<file path="config.mk">
export PLATFORM = sky130hd
export DESIGN_NAME = xproc_doorbell
export DESIGN_NICKNAME = d
export VERILOG_FILES = /design/src/rtl/xpf_pkg.sv /design/src/rtl/xpf_rst_sync.sv /design/src/rtl/xpf_port.sv /design/src/rtl/xpf_channel.sv /design/src/rtl/xproc_doorbell.sv
export SDC_FILE = /design/constraint.sdc
export NUM_CORES = 1
export LEC_CHECK = 0
export ABC_CLOCK_PERIOD_IN_PS = 5400
export BUFFER_PORTS_ARGS = -buffer_cell sky130_fd_sc_hd__buf_2
export CAP_MARGIN = 20
export CORE_MARGIN = 5
export CORE_UTILIZATION = 25
export DETAILED_ROUTE_END_ITERATION = 6
export PLACE_DENSITY = 0.57
export SYNTH_ARGS = -nofsm -noshare
export SYNTH_HDL_FRONTEND = slang
export SYNTH_SLANG_ARGS = --single-unit
</file>
<file path="constraint.sdc">
create_clock -name clk -period 5.4 [get_ports clk]
set_clock_uncertainty 0.1 [all_clocks]
set_input_delay 0.27 -clock clk [delete_from_list [all_inputs] [get_ports clk]]
set_output_delay 0.27 -clock clk [all_outputs]
set_load 0.1 [all_outputs]
</file>
<file path="src/rtl/xpf_pkg.sv">
package xpf_pkg;
  localparam int REG_ADDR_W = 3;

  typedef enum logic [REG_ADDR_W-1:0] {
    ADDR_RAISE  = 3'd0,
    ADDR_DROP   = 3'd1,
    ADDR_PEND   = 3'd2,
    ADDR_INBOX  = 3'd3,
    ADDR_RETIRE = 3'd4
  } xpf_addr_e;
endpackage

</file>
<file path="src/rtl/xpf_rst_sync.sv">
module xpf_rst_sync #(
  parameter int STAGES = 2
) (
  input  logic clk,
  input  logic arst_n,
  output logic rst_n_o
);
  logic [STAGES-1:0] sync_q;
  logic [STAGES-1:0] sync_d;

  always_comb begin
    sync_d = {sync_q[STAGES-2:0], 1'b1};
  end

  always_ff @(posedge clk or negedge arst_n) begin
    if (!arst_n) sync_q <= '0;
    else         sync_q <= sync_d;
  end

  assign rst_n_o = sync_q[STAGES-1];
endmodule

</file>
<file path="src/rtl/xpf_port.sv">
module xpf_port
  import xpf_pkg::*;
#(
  parameter int DATA_W = 32
) (
  input  logic [REG_ADDR_W-1:0] addr,
  input  logic                  wr,
  input  logic [DATA_W-1:0]     out_pend,
  input  logic [DATA_W-1:0]     in_pend,
  output logic                  raise_we,
  output logic                  drop_we,
  output logic                  retire_we,
  output logic [DATA_W-1:0]     rdata
);
  always_comb begin
    raise_we  = wr && (addr == ADDR_RAISE);
    drop_we   = wr && (addr == ADDR_DROP);
    retire_we = wr && (addr == ADDR_RETIRE);
  end

  always_comb begin
    case (addr)
      ADDR_PEND:  rdata = out_pend;
      ADDR_INBOX: rdata = in_pend;
      default:    rdata = '0;
    endcase
  end
endmodule

</file>
<file path="src/rtl/xpf_channel.sv">
module xpf_channel #(
  parameter int DATA_W = 32,
  parameter int IRQ_N  = 4
) (
  input  logic              clk,
  input  logic              rst_n,
  input  logic              raise_we,
  input  logic [DATA_W-1:0] raise_data,
  input  logic              drop_we,
  input  logic [DATA_W-1:0] drop_data,
  input  logic              retire_we,
  input  logic [DATA_W-1:0] retire_data,
  output logic [DATA_W-1:0] pend_o,
  output logic [IRQ_N-1:0]  irq_o
);
  logic [DATA_W-1:0] raise_mask, drop_mask, retire_mask, clr_mask;
  logic [DATA_W-1:0] pend_q, pend_d;
  logic              pend_en;
  logic [IRQ_N-1:0]  irq_q, irq_d;

  always_comb begin
    raise_mask  = raise_we  ? raise_data  : '0;
    drop_mask   = drop_we   ? drop_data   : '0;
    retire_mask = retire_we ? retire_data : '0;
    clr_mask    = drop_mask | retire_mask;
    pend_en     = raise_we | drop_we | retire_we;
    pend_d      = (pend_q & ~clr_mask) | raise_mask;
    irq_d       = raise_mask[IRQ_N-1:0];
  end

  always_ff @(posedge clk or negedge rst_n) begin
    if (!rst_n) begin
      pend_q <= '0;
    end else if (pend_en) begin
      pend_q <= pend_d;
    end
  end

  always_ff @(posedge clk or negedge rst_n) begin
    if (!rst_n) irq_q <= '0;
    else        irq_q <= irq_d;
  end

  assign pend_o = pend_q;
  assign irq_o  = irq_q;

  AST_IRQ_NEEDS_RAISE: assert property (@(posedge clk) disable iff (!rst_n)
    (|irq_o) |-> ($past(raise_we) && ((irq_o & ~$past(raise_data[IRQ_N-1:0])) == '0)));
  AST_IRQ_NOT_MASKED: assert property (@(posedge clk) disable iff (!rst_n)
    raise_we |=> (irq_o == $past(raise_data[IRQ_N-1:0])));
  AST_RAISE_WINS: assert property (@(posedge clk) disable iff (!rst_n)
    raise_we |=> ((pend_o & $past(raise_data)) == $past(raise_data)));
  AST_RETIRE_CLEARS: assert property (@(posedge clk) disable iff (!rst_n)
    (retire_we && !raise_we) |=> ((pend_o & $past(retire_data)) == '0));
  AST_DROP_CLEARS: assert property (@(posedge clk) disable iff (!rst_n)
    (drop_we && !raise_we) |=> ((pend_o & $past(drop_data)) == '0));
  AST_IDLE_HOLDS: assert property (@(posedge clk) disable iff (!rst_n)
    !(raise_we || drop_we || retire_we) |=> $stable(pend_o));
endmodule

</file>
<file path="src/rtl/xproc_doorbell.sv">
module xproc_doorbell
  import xpf_pkg::*;
#(
  parameter int DATA_W = 32,
  parameter int IRQ_N  = 4
) (
  input  logic                  clk,
  input  logic                  rst_n,
  input  logic                  a_wr,
  input  logic [REG_ADDR_W-1:0] a_addr,
  input  logic [DATA_W-1:0]     a_wdata,
  output logic [DATA_W-1:0]     a_rdata,
  output logic [IRQ_N-1:0]      a_irq,
  input  logic                  b_wr,
  input  logic [REG_ADDR_W-1:0] b_addr,
  input  logic [DATA_W-1:0]     b_wdata,
  output logic [DATA_W-1:0]     b_rdata,
  output logic [IRQ_N-1:0]      b_irq
);
  logic              rst_n_s;
  logic              a_raise, a_drop, a_retire;
  logic              b_raise, b_drop, b_retire;
  logic [DATA_W-1:0] ab_pend, ba_pend;

  xpf_rst_sync #(.STAGES(2)) u_rst (
    .clk(clk), .arst_n(rst_n), .rst_n_o(rst_n_s)
  );

  xpf_port #(.DATA_W(DATA_W)) u_port_a (
    .addr(a_addr), .wr(a_wr), .out_pend(ab_pend), .in_pend(ba_pend),
    .raise_we(a_raise), .drop_we(a_drop), .retire_we(a_retire), .rdata(a_rdata)
  );

  xpf_port #(.DATA_W(DATA_W)) u_port_b (
    .addr(b_addr), .wr(b_wr), .out_pend(ba_pend), .in_pend(ab_pend),
    .raise_we(b_raise), .drop_we(b_drop), .retire_we(b_retire), .rdata(b_rdata)
  );

  xpf_channel #(.DATA_W(DATA_W), .IRQ_N(IRQ_N)) u_ch_ab (
    .clk(clk), .rst_n(rst_n_s),
    .raise_we(a_raise), .raise_data(a_wdata),
    .drop_we(a_drop), .drop_data(a_wdata),
    .retire_we(b_retire), .retire_data(b_wdata),
    .pend_o(ab_pend), .irq_o(b_irq)
  );

  xpf_channel #(.DATA_W(DATA_W), .IRQ_N(IRQ_N)) u_ch_ba (
    .clk(clk), .rst_n(rst_n_s),
    .raise_we(b_raise), .raise_data(b_wdata),
    .drop_we(b_drop), .drop_data(b_wdata),
    .retire_we(a_retire), .retire_data(a_wdata),
    .pend_o(ba_pend), .irq_o(a_irq)
  );
endmodule

</file>
======== After elaboration in Yosys (flattened, before gate mapping) ========
Cells that the tools add are included.
word-level totals
  flip-flop bits (word level) ............. 74
  output and inout bits ................... 72
  logic and storage cells ................. 41
cells by class
  equal/unequal tests ..................... 8
  muxes and demuxes ....................... 8
  bitwise gates (word level) .............. 12
  reductions and logical operators ........ 8
operators by type and width
  kind                                                 count
  2-to-1 mux 32 bit                                    6
  OR 32 bit                                            4
  case mux 32 bit (2 select lines)                     2
  bitwise AND 32 bit                                   2
  NOT 32 bit                                           2
  equality test 3 x 2 -> 1 bit, second input constant  4
  equality test 3 x 1 -> 1 bit, second input constant  2
  equality test 3 bit, second input constant           2
  logical AND 1 bit                                    6
  zero test 3 bit                                      2
  OR 1 bit                                             4

======== Depth between registers and ports, before layout ========
  depth in word-level cells ............... 7
  gate-level depth with buffers ........... 6

======== Modules after synthesis ========
A second synthesis with hierarchy kept.
unflattened totals
  cell total of the unflattened synthesis .. 379
  area total of the unflattened synthesis .. 4297.9 um^2
modules (own cells, without submodules)
  module        times used  cells each  area an instance (um^2)
  xpf_channel   2           113         1514.0
  xpf_port      2           75          608.1
  xpf_rst_sync  1           3           53.8

======== Worst setup path before layout ========
OpenSTA, ideal clock, no wires.
  path type ............................... in2out
  start ................................... in b_addr[0]
  end ..................................... out b_rdata[0]
  arrival time ............................ 1.637 ns
  required time ........................... 5.030 ns
  path slack .............................. 3.393 ns
  stages on the path ...................... 4
  path through ............................ buf_6 nor3b_2 buf_2 a22o_1
between the ends
  longest elaborated chain between the ends .. 2
  elaborated cells on any way between the ends .. 3
RTL lines
  what                                  RTL line              text
  from (decl)                           xproc_doorbell.sv:15  input logic [REG_ADDR_W-1:0] b_addr,
  equality test 3 x 2 -> 1 bit          xpf_port.sv:22        case (addr)
  case mux 32 bit (2 select lines) (*)  xpf_port.sv:22
  to (decl)                             xproc_doorbell.sv:17  output logic [DATA_W-1:0] b_rdata,
Every way passes the cells marked *; elsewhere a longest branch is shown, timed or not.

======== Worst setup path in the final report ========
  start ................................... in b_addr[0]
  end ..................................... out b_rdata[28]
The elaborated chain is that of the path after synthesis.

==> out/metrics.cfg <==
[outcome]
status=complete, no violations

[finish]
nets=587
final_cell_mix=buf_2, a22o_1, dfrtp_1
stdcell_count=734
drive_gt1_frac=0.344
area_growth_pct=33.0
fin_area_sq_um=5320
final_common_cell=buf_2
num_antenna_cells=0

[detailed_routing]
viasPerCell=4.91
dr.pass1.iters=4
post_drt_wl_per_cell_um=17.8
drc=0
ant_nets=0
num_vias=3606
routed_wl_mm=13.0
drtIter0Drc=148

[logic_synthesis]
syn_nets=455
yosysTopAreaCell=dfrtp_1
avgSynthCellArea_sq_um=10.5
synth_edf_count=0
synth_mux_area_frac=0.0702
synth_top_family_by_area=compound AO/OA/AOI/OAI gates
synth-xor-area-share=0
synthAdderAreaFrac=0
ys_ff_latch=74
ys_types=25
ys.flop_type=dfrtp_1
synth_warnings=0
synth_compound_gate_area_share=0.314
yosys.area_share.simple=0.0739
synth_area_sq_um=4000
async_flop_share=1.00
postSynthCellCount=381
synth.top_cell.area_share=0.464
synth_top_cells_by_area=dfrtp_1, a22o_1, mux2i_1, a22oi_1, nand2_1
synth-seq-area-share=0.464

[place]
place.gp.congestion=0.787
portBuffers=145
dp_cells=716
hpwl_mm=8.86
dpl-instance-area_sq_um=4920
pre_cts_ws_ns=2.32

[power_and_ir_drop]
peakVddDrop_v=0.000165
powerDensity_nw_per_um2=381
p_leak_nw=2.83
totalPowerFinal_w=0.00203

[critical_path]
rr_endpoint=u_ch_ab.pend_o[31]$_DFFE_PN0P_
critPathKind=input port to primary output
crit_arrival_ns=2.67
reg2reg_from=u_rst.sync_q[1]$_DFF_PN0_
rrSetupSlack_ns=4.43
endpoint=b_rdata[28]
critical_path.startpoint=b_addr[0]
critPathCaptureType=primary output
worstPathRequired_ns=5.03
r2r_cells=1
worstPathMaxFanout=36
critPathLaunchType=input port

[timing]
rsz0062_at_grt=false
finalSetupViolCount=0
layout_min_cycle_time_ns=3.04
tightestPinTransition_ns=0.985
relSlewSlack=0.342
finalMaxSlewViolations=0
fmax_ghz=0.329
tns_ns=0
layout_setup_ws_ns=2.36
finalHoldViolCount=0
period_share=0.562

[clock_tree]
postCtsSetupBuffers=0
cts.sinks=74
cts_resized=0
clk_latency_ns=0.34
cts_max_level=3
cts_root_buf=clkbuf_16
cts_tree=built
clockBufferDepth=2
clk_pin_slew_ns=0.06
cts_made_buffers=9

[grt]
grt_overflow=0
grt_pass1_vias=3813
grt_pass1_wl_mm=20.8
gr-usage-all-layers=0.143
grt_max_degree=73
antenna_found_initial=1

[floorplanning]
ios=146
initial_core_util=0.253
fp.coreArea_sq_um=15800
dieArea_sq_um=18600
die_width_um=136
die_height_um=136
std_cell_rows=46

[hold_path]
hold_path_class=input port to register

[job]
maxCapViolCount=0

==> power by group <==
part           switching, W  internal [W]  leakage (nW)
clock              0.000234      0.000510         0.180
combinational      0.000390      0.000149          1.71
sequential        0.0000865      0.000655         0.938
total              0.000711       0.00131          2.83
==> registers in the layout, indices dropped and copies added, names as in the netlist <==
| name | flops |
|---|---|
| u_ch_ab.irq_o | 4 |
| u_ch_ab.pend_o | 32 |
| u_ch_ba.irq_o | 4 |
| u_ch_ba.pend_o | 32 |
| u_rst.sync_q | 2 |
==> area by class of cell <==
class / instances / area (sq um)
fillers: 1636 / 10500
multi-input cells: 244 / 1890
flip-flops and latches: 74 / 1860
repair buffers: 156 / 823
well taps: 216 / 270
clock buffers: 11 / 243
clock inverters: 5 / 125
inverters: 28 / 105
==> layer usage <==
metal / vias up / global-route usage / part of all wire
li1: 1688 / - / -
met1: 1774 / 0.185 / 0.44
met3: 8 / 0.0407 / 0.081
met2: 134 / 0.234 / 0.47
met4: 2 / 0.0358 / 0.0074
met5: - / 0 / 0.00054
==> critical path, stage by stage <==
cell	delay [ns]
buf_2	0.58
and3b_1	0.81
buf_4	0.38
a22o_1	0.17
buf_2	0.42
==> cells in the mapped netlist, types with 2 or more instances <==
master and count:
buf_4 4, a22o_1 92, and3b_1 2, clkbuf_1 6, nor3b_2 3, buf_6 4, nand2_1 36, mux2i_1 28
inv_1 28, dfrtp_1 74, and2_1 4, buf_2 20, o21ai_1 3, a32o_1 4, nor2_1 4, a22oi_1 32
o21ai_0 25, nor4bb_1 2, a21o_1 4
==> through the flow <==
step                      utilization  hold slack (ns)
final                           0.337           0.0864
after global routing            0.337           0.0834
after CTS                       0.336           0.0661
after detailed placement        0.312          -0.0444
after global placement          0.312          -0.0443
after floorplan                     -           -0.126
==> logic make-up (layout without fill, tap and decap cells) <==
group | after synthesis | after routing
and+or+nand+nor | 55 | 55
other | 1 | 1
buffers and inverters | 63 | 200
AOI/OAI and AO/OA | 160 | 160
DFF | 74 | 74
muxes | 28 | 28
==> how the worst min path moves through the flow <==
stage / depth (start not counted) / slack (ns) / endpoint / from
floorplan: 0 / -0.13 / u_rst.sync_q[0]$_DFF_PN0_ / rst_n
global placement: 1 / -0.04 / u_rst.sync_q[0]$_DFF_PN0_ / rst_n
detailed placement: 1 / -0.04 / u_rst.sync_q[0]$_DFF_PN0_ / rst_n
CTS: 2 / 0.07 / u_ch_ba.pend_o[0]$_DFFE_PN0P_ / b_wdata[0]
global route: 2 / 0.08 / u_ch_ab.pend_o[27]$_DFFE_PN0P_ / a_wdata[27]
finish: 2 / 0.09 / u_ch_ba.pend_o[0]$_DFFE_PN0P_ / b_wdata[0]
==> timing repair <==
| item | 4_1_cts | 5_1_grt |
|---|---|---|
| hold buffers | 1 | 0 |
| endpoints found under the setup margin | 0 | 0 |
| endpoints found under the hold margin | 2 | 0 |
Power figures use the tool's default switching activity.
